===== src/rtl/spi_xfer_pkg.sv =====
package spi_xfer_pkg;

    localparam int REG_AW = 2;

    localparam logic [REG_AW-1:0] ADDR_CTRL = 2'd0;
    localparam logic [REG_AW-1:0] ADDR_TX   = 2'd1;
    localparam logic [REG_AW-1:0] ADDR_RX   = 2'd2;
    localparam logic [REG_AW-1:0] ADDR_STAT = 2'd3;

    localparam int CTRL_EN      = 0;
    localparam int CTRL_MASTER  = 1;
    localparam int CTRL_POL     = 2;
    localparam int CTRL_PHA     = 3;
    localparam int CTRL_IRQEN   = 4;
    localparam int CTRL_LEN_LSB = 8;
    localparam int CTRL_DIV_LSB = 12;

    localparam int STAT_BUSY = 0;
    localparam int STAT_DONE = 1;

endpackage


===== src/rtl/spi_clk_gen.sv =====
module spi_clk_gen #(
    parameter int DIV_W = 4,
    parameter int LEN_W = 4
) (
    input  logic             clk,
    input  logic             rst_n,
    input  logic             start,
    input  logic             abort,
    input  logic             pol_i,
    input  logic [DIV_W-1:0] div_i,
    input  logic [LEN_W-1:0] len_i,
    output logic             sclk_o,
    output logic             lead_o,
    output logic             trail_o,
    output logic             active_o
);
    localparam int EDGE_W = LEN_W + 1;

    typedef struct packed {
        logic              active;
        logic              sclk;
        logic              pol;
        logic [DIV_W-1:0]  div;
        logic [DIV_W-1:0]  cnt;
        logic [EDGE_W-1:0] left;
    } gen_t;

    gen_t q, d;
    logic tick;

    always_comb begin
        tick    = q.active && (q.cnt == q.div);
        lead_o  = tick && (q.sclk == q.pol);
        trail_o = tick && (q.sclk != q.pol);
        d = q;
        if (abort) begin
            d.active = 1'b0;
            d.sclk   = pol_i;
            d.cnt    = '0;
        end else if (start) begin
            d.active = 1'b1;
            d.sclk   = pol_i;
            d.pol    = pol_i;
            d.div    = div_i;
            d.cnt    = '0;
            d.left   = {len_i, 1'b1};
        end else if (q.active) begin
            if (tick) begin
                d.cnt  = '0;
                d.sclk = ~q.sclk;
                if (q.left == '0) begin
                    d.active = 1'b0;
                end else begin
                    d.left = q.left - 1'b1;
                end
            end else begin
                d.cnt = q.cnt + 1'b1;
            end
        end else begin
            d.sclk = pol_i;
        end
    end

    always_ff @(posedge clk or negedge rst_n) begin
        if (!rst_n) q <= '0;
        else        q <= d;
    end

    assign sclk_o   = q.sclk;
    assign active_o = q.active;

endmodule


===== src/rtl/spi_sclk_sync.sv =====
module spi_sclk_sync #(
    parameter int STAGES = 2
) (
    input  logic clk,
    input  logic rst_n,
    input  logic sclk_i,
    input  logic din_i,
    input  logic pol_i,
    output logic lead_o,
    output logic trail_o,
    output logic din_o
);
    typedef struct packed {
        logic [STAGES:0]   ck;
        logic [STAGES-1:0] dt;
    } sync_t;

    sync_t q, d;
    logic  moved;

    always_comb begin
        d       = q;
        d.ck    = q.ck << 1;
        d.ck[0] = sclk_i;
        d.dt    = q.dt << 1;
        d.dt[0] = din_i;
        moved   = q.ck[STAGES] != q.ck[STAGES-1];
        lead_o  = moved && (q.ck[STAGES-1] != pol_i);
        trail_o = moved && (q.ck[STAGES-1] == pol_i);
        din_o   = q.dt[STAGES-1];
    end

    always_ff @(posedge clk or negedge rst_n) begin
        if (!rst_n) q <= '0;
        else        q <= d;
    end

endmodule


===== src/rtl/spi_shift_core.sv =====
module spi_shift_core #(
    parameter int DATA_W = 16,
    parameter int LEN_W  = 4
) (
    input  logic              clk,
    input  logic              rst_n,
    input  logic              start,
    input  logic              abort,
    input  logic [DATA_W-1:0] tx_i,
    input  logic [LEN_W-1:0]  len_i,
    input  logic              pha_i,
    input  logic              lead_i,
    input  logic              trail_i,
    input  logic              sin_i,
    output logic              sout_o,
    output logic              busy_o,
    output logic              done_o,
    output logic [DATA_W-1:0] rx_o
);
    typedef struct packed {
        logic              busy;
        logic              pha;
        logic              skip;
        logic              done;
        logic [LEN_W-1:0]  len;
        logic [LEN_W-1:0]  cnt;
        logic [DATA_W-1:0] tx_sh;
        logic [DATA_W-1:0] rx_sh;
        logic [DATA_W-1:0] rx;
    } core_t;

    core_t q, d;
    logic  sample_evt;
    logic  shift_evt;
    logic [DATA_W-1:0] rx_next;

    always_comb begin
        sample_evt = q.pha ? trail_i : lead_i;
        shift_evt  = q.pha ? lead_i  : trail_i;
        rx_next    = {q.rx_sh[DATA_W-2:0], sin_i};
        d          = q;
        d.done     = 1'b0;
        if (abort) begin
            d.busy = 1'b0;
            d.skip = 1'b0;
        end else if (start) begin
            d.busy  = 1'b1;
            d.pha   = pha_i;
            d.skip  = pha_i;
            d.len   = len_i;
            d.cnt   = '0;
            d.tx_sh = tx_i;
            d.rx_sh = '0;
        end else if (q.busy) begin
            if (shift_evt) begin
                if (q.skip) d.skip  = 1'b0;
                else        d.tx_sh = q.tx_sh << 1;
            end
            if (sample_evt) begin
                d.rx_sh = rx_next;
                if (q.cnt == q.len) begin
                    d.busy = 1'b0;
                    d.done = 1'b1;
                    d.rx   = rx_next;
                end else begin
                    d.cnt = q.cnt + 1'b1;
                end
            end
        end
    end

    always_ff @(posedge clk or negedge rst_n) begin
        if (!rst_n) q <= '0;
        else        q <= d;
    end

    assign sout_o = q.tx_sh[q.len];
    assign busy_o = q.busy;
    assign done_o = q.done;
    assign rx_o   = q.rx;

endmodule


===== src/rtl/spi_xfer_ctrl.sv =====
module spi_xfer_ctrl
    import spi_xfer_pkg::*;
#(
    parameter int DATA_W      = 16,
    parameter int DIV_W       = 4,
    parameter int SYNC_STAGES = 2
) (
    input  logic              clk,
    input  logic              rst_n,
    input  logic              reg_wr,
    input  logic [REG_AW-1:0] reg_addr,
    input  logic [DATA_W-1:0] reg_wdata,
    output logic [DATA_W-1:0] reg_rdata,
    output logic              irq,
    output logic              sclk_o,
    output logic              sclk_oe,
    input  logic              sclk_i,
    output logic              mosi_o,
    output logic              mosi_oe,
    input  logic              mosi_i,
    output logic              miso_o,
    output logic              miso_oe,
    input  logic              miso_i
);
    localparam int LEN_W = $clog2(DATA_W);

    typedef struct packed {
        logic [DATA_W-1:0] ctrl;
        logic [DATA_W-1:0] tx;
        logic              done;
    } regs_t;

    regs_t q, d;

    logic              ctrl_en, ctrl_master, ctrl_pol, ctrl_pha, ctrl_irqen;
    logic [LEN_W-1:0]  ctrl_len;
    logic [DIV_W-1:0]  ctrl_div;
    logic              core_busy, core_done, core_sout;
    logic [DATA_W-1:0] core_rx;
    logic              gen_active, gen_lead, gen_trail, gen_sclk;
    logic              sync_lead, sync_trail, sync_din;
    logic              busy_any, xfer_start;
    logic              lead_sel, trail_sel, sin_sel;

    assign ctrl_en     = q.ctrl[CTRL_EN];
    assign ctrl_master = q.ctrl[CTRL_MASTER];
    assign ctrl_pol    = q.ctrl[CTRL_POL];
    assign ctrl_pha    = q.ctrl[CTRL_PHA];
    assign ctrl_irqen  = q.ctrl[CTRL_IRQEN];
    assign ctrl_len    = q.ctrl[CTRL_LEN_LSB +: LEN_W];
    assign ctrl_div    = q.ctrl[CTRL_DIV_LSB +: DIV_W];
    assign done_flag   = q.done;

    logic done_flag;

    always_comb begin
        busy_any   = core_busy | gen_active;
        xfer_start = reg_wr && (reg_addr == ADDR_TX) && ctrl_en && !busy_any;
        lead_sel   = ctrl_master ? gen_lead  : sync_lead;
        trail_sel  = ctrl_master ? gen_trail : sync_trail;
        sin_sel    = ctrl_master ? miso_i    : sync_din;

        d = q;
        if (reg_wr && (reg_addr == ADDR_CTRL)) d.ctrl = reg_wdata;
        if (xfer_start)                        d.tx   = reg_wdata;
        if (reg_wr && (reg_addr == ADDR_STAT) && reg_wdata[STAT_DONE]) d.done = 1'b0;
        if (core_done)                         d.done = 1'b1;

        reg_rdata = '0;
        case (reg_addr)
            ADDR_CTRL: reg_rdata = q.ctrl;
            ADDR_TX:   reg_rdata = q.tx;
            ADDR_RX:   reg_rdata = core_rx;
            default: begin
                reg_rdata[STAT_BUSY] = busy_any;
                reg_rdata[STAT_DONE] = q.done;
            end
        endcase
    end

    always_ff @(posedge clk or negedge rst_n) begin
        if (!rst_n) q <= '0;
        else        q <= d;
    end

    spi_clk_gen #(.DIV_W(DIV_W), .LEN_W(LEN_W)) u_gen (
        .clk      (clk),
        .rst_n    (rst_n),
        .start    (xfer_start && ctrl_master),
        .abort    (!ctrl_en),
        .pol_i    (ctrl_pol),
        .div_i    (ctrl_div),
        .len_i    (ctrl_len),
        .sclk_o   (gen_sclk),
        .lead_o   (gen_lead),
        .trail_o  (gen_trail),
        .active_o (gen_active)
    );

    spi_sclk_sync #(.STAGES(SYNC_STAGES)) u_sync (
        .clk     (clk),
        .rst_n   (rst_n),
        .sclk_i  (sclk_i),
        .din_i   (mosi_i),
        .pol_i   (ctrl_pol),
        .lead_o  (sync_lead),
        .trail_o (sync_trail),
        .din_o   (sync_din)
    );

    spi_shift_core #(.DATA_W(DATA_W), .LEN_W(LEN_W)) u_core (
        .clk     (clk),
        .rst_n   (rst_n),
        .start   (xfer_start),
        .abort   (!ctrl_en),
        .tx_i    (reg_wdata),
        .len_i   (ctrl_len),
        .pha_i   (ctrl_pha),
        .lead_i  (lead_sel),
        .trail_i (trail_sel),
        .sin_i   (sin_sel),
        .sout_o  (core_sout),
        .busy_o  (core_busy),
        .done_o  (core_done),
        .rx_o    (core_rx)
    );

    assign irq     = q.done & ctrl_irqen;
    assign sclk_o  = gen_sclk;
    assign sclk_oe = ctrl_en & ctrl_master;
    assign mosi_o  = ctrl_master & core_sout;
    assign mosi_oe = ctrl_en & ctrl_master;
    assign miso_o  = ~ctrl_master & core_sout;
    assign miso_oe = ctrl_en & ~ctrl_master;

endmodule


===== config.mk =====
export PLATFORM = sky130hd
export DESIGN_NAME = spi_xfer_ctrl
export DESIGN_NICKNAME = d
export VERILOG_FILES = /design/src/rtl/spi_xfer_pkg.sv /design/src/rtl/spi_clk_gen.sv /design/src/rtl/spi_sclk_sync.sv /design/src/rtl/spi_shift_core.sv /design/src/rtl/spi_xfer_ctrl.sv
export SDC_FILE = /design/constraint.sdc
export NUM_CORES = 1
export LEC_CHECK = 0
export ABC_AREA = 1
export BUFFER_PORTS_ARGS = -buffer_cell sky130_fd_sc_hd__buf_4
export CORE_MARGIN = 3
export CORE_UTILIZATION = 55
export CTS_CLUSTER_DIAMETER = 200
export DETAILED_ROUTE_END_ITERATION = 10
export MAX_ROUTING_LAYER = met4
export PLACE_DENSITY_LB_ADDON = 0.2
export SKIP_LAST_GASP = 1
export SLEW_MARGIN = 20
export SYNTH_ARGS = -nofsm -noshare
export SYNTH_HDL_FRONTEND = slang
export SYNTH_HIERARCHICAL = 1
export SYNTH_SLANG_ARGS = --single-unit

===== constraint.sdc =====
create_clock -name clk -period 5.53 [get_ports clk]
set_clock_uncertainty 0.2 [all_clocks]
set_input_delay 0.553 -clock clk [delete_from_list [all_inputs] [get_ports clk]]
set_output_delay 0.553 -clock clk [all_outputs]
set_load 0.05 [all_outputs]

==> metrics.txt <==
run status=finished clean; Die ar.=between 10000 and 15000 um^2; GPL Wtd Cong=roughly 0.86; Initial Util=around 58%; clk buf depth=2; CP startpoint kind=register; CP arrival=slightly above 4 ns; syn_area_per_cell=7.790 um^2; register bit total from synthesis=around 110; Least-Margin Pin Slew=0.8734 ns; CP Capture Type=register; Hold WS=about 0.074 ns; Power Total=around 0.0027 W; first-pass GRT wire length=between 20 and 30 mm; Multi-input gate area=~2600 um^2; Final Cycle Share=between 60% and 70%; Die H=~110 um; Die Width=111.4 um; n_diodes=0; Hold Fails Final Rpt=0; # IOs=47; Setup TNS Final=0 ns; Final ANT Viol Nets=0; Synth Cell Area=between 6000 and 7000 um^2; Unique masters post-synth=37; Layout fillers=approximately 860; MaxCap Viol Count=0; # DRC=0; Max-slew headroom=between 40% and 50%; # Post-CTS Setup Buffers=0; gr usage total=between 20% and 30%; DRT iter0 DRCs=roughly 490; Gate Count Post-Synth=roughly 800; Vias per Instance=5.459; commonest non-fill, non-tap cell in the layout=nand2_1; Final min period=roughly 3.8 ns; wire per inst=about 16 um; largest net degree at the start of global routing=70; Hold Crit Class=input pin to register; RSZ-0062 raised after global routing=no; grt ovf=0; clk sinks=113; Register Area=2828 um^2; Final nets=between 800 and 900; vias in the first global route=4954; TritonCTS clock tree=done; Routed WL=approximately 15 mm; area grow syn2layout=13.03%; initial antenna violation count=0; IO buf count=46; TritonCTS Buffers=17; dpl hpwl=about 11 mm; share of cells above drive strength 1=roughly 16%; share of the yosys chip area belonging to registers=46.30%; Yosys warning count=6; DRT Pass-1 Iters=5; Final Util=between 60 and 70%; CTS Root Cell=clkbuf_8; total core area=approximately 11000 um^2; # setup viols final=0; H-tree levels=4; Max FO, Critical Path=21; Cell Pwr Density=388.0 nW/um^2; Reg clk slew, reported paths=approximately 0.060 ns; Max Clk Rate=0.2608 GHz; fin. max-slew vios=0; clk_lat worst skew=~0.54 ns; via count=5186; most frequent cells in the layout=298 x nand2_1, 113 x dfrtp_1, 94 x nand3_1; WS Path Type=register to register; CP required=between 5 and 6 ns; Leak=between 3 and 4 nW; post-synth net total=812; row cnt=37; Max IR drop VDD=~0.22 mV
-- cells by family after synthesis --
| kind of cell | synth area share (%) |
|---|---|
| AND/OR/NAND/NOR | 35.85 |
| buffers and inverters | 10.59 |
| adder cells (fa/ha/maj) | 0.8195 |
| XOR/XNOR | 0.7170 |
| flip-flops | 46.30 |
| AO/OA/AOI/OAI | 5.716 |
-- power breakdown --
| group | internal (W) | switching (W) | leakage [nW] |
|---|---|---|---|
| sequential | 0.000926 | 0.000104 | 1.48 |
| combinational | 0.000168 | 0.000373 | 1.86 |
| clock | 0.000710 | 0.000396 | 0.279 |
-- synthesized netlist by cell type (all sizes together) --
cell | instances | area, um^2
ha | 4 | 50.05
o211ai | 7 | 52.55
o22ai | 2 | 12.51
clkbuf | 6 | 32.53
inv | 72 | 277.8
dfrtp | 113 | 2828
xnor2 | 4 | 35.03
nand2 | 306 | 1179
o21bai | 1 | 7.510
o21ai | 47 | 239.0
nor2 | 34 | 214.0
a21oi | 6 | 30.03
nand3 | 108 | 618.1
nor3 | 3 | 20.02
buf | 46 | 336.6
nand4 | 22 | 152.7
o21a | 1 | 7.510
and2 | 1 | 6.260
xor2 | 1 | 8.760
-- timing repair --
| item | in CTS | in global routing |
|---|---|---|
| resized for setup | 0 | 0 |
| endpoints found under the setup margin | 0 | 0 |
| hold buffers | 3 | 0 |
| hold endpoints to repair | 70 | 0 |
-- flip-flops by register name, summed over array words and instances, names as in the netlist, 3 cells and up --
| name | count |
|---|---|
| u_core/q | 41 |
| u_sync/d | 3 |
| u_core/rx_o | 16 |
| ctrl_len | 4 |
| u_gen/q | 14 |
| ctrl_div | 4 |
| q | 19 |
-- path summary, 6_finish.rpt --
path	endpoint	from	slack, ns	cells after the start
worst max-delay path	u_core/q[49]$_DFFE_PN0P_	u_gen/active_o$_DFF_PN0_	1.70	10
worst min-delay path	q[11]$_DFFE_PN0P_	reg_wdata[10]	0.07	3
worst max register to register	u_core/q[49]$_DFFE_PN0P_	u_gen/active_o$_DFF_PN0_	1.70	10
worst min register to register	u_sync/din_o$_DFF_PN0_	u_sync/d[1]$_DFF_PN0_	0.15	0
max in group asynchronous	u_core/rx_o[4]$_DFFE_PN0P_	rst_n	3.53	3
min in group asynchronous	u_gen/q[8]$_DFFE_PN0P_	rst_n	0.46	2
-- through the flow --
| stage | std cells | cell area (um^2) | setup WS, ns |
|---|---|---|---|
| final | 950 | 6903 | 1.696 |
| after global routing | 950 | 6903 | 1.326 |
| after CTS | 950 | 6895 | 1.697 |
| after detailed placement | 915 | 6261 | 1.700 |
| after global placement | 915 | 6261 | 1.884 |
| after floorplan | 784 | 6107 | 3.094 |
-- worst max-delay path, cell delays in order (launching register included) --
cell     delay (ns)
dfrtp_1        0.45
nor2_2         0.64
nand3_4        0.30
inv_1          0.51
inv_2          0.30
nor2_2         0.39
inv_2          0.24
nand2_2        0.35
nand2_1        0.17
nand2_1        0.09
nand2_1        0.05
-- layout make-up --
cell class | count | share of cell area (%)
tap | 136 | 2.465
timing repair buffer | 50 | 5.546
clock buffer | 20 | 6.453
sequential | 113 | 40.96
clock inverter | 12 | 2.302
inverter | 72 | 4.024
multi-input combinational | 547 | 38.25
-- routing by layer --
layer | part of all wire (%) | wire, um | global-route usage [%] | vias up
met3 | 6.7 | 1017 | 7.609 | 22
met5 | 0 | 0 | - | -
li1 | - | - | - | 2534
met4 | 1.8 | 270 | 8.597 | 0
met1 | 43 | 6507 | 34.76 | 2471
met2 | 49 | 7380 | 41.58 | 159
No activity file was read; power rests on OpenSTA's default activity.
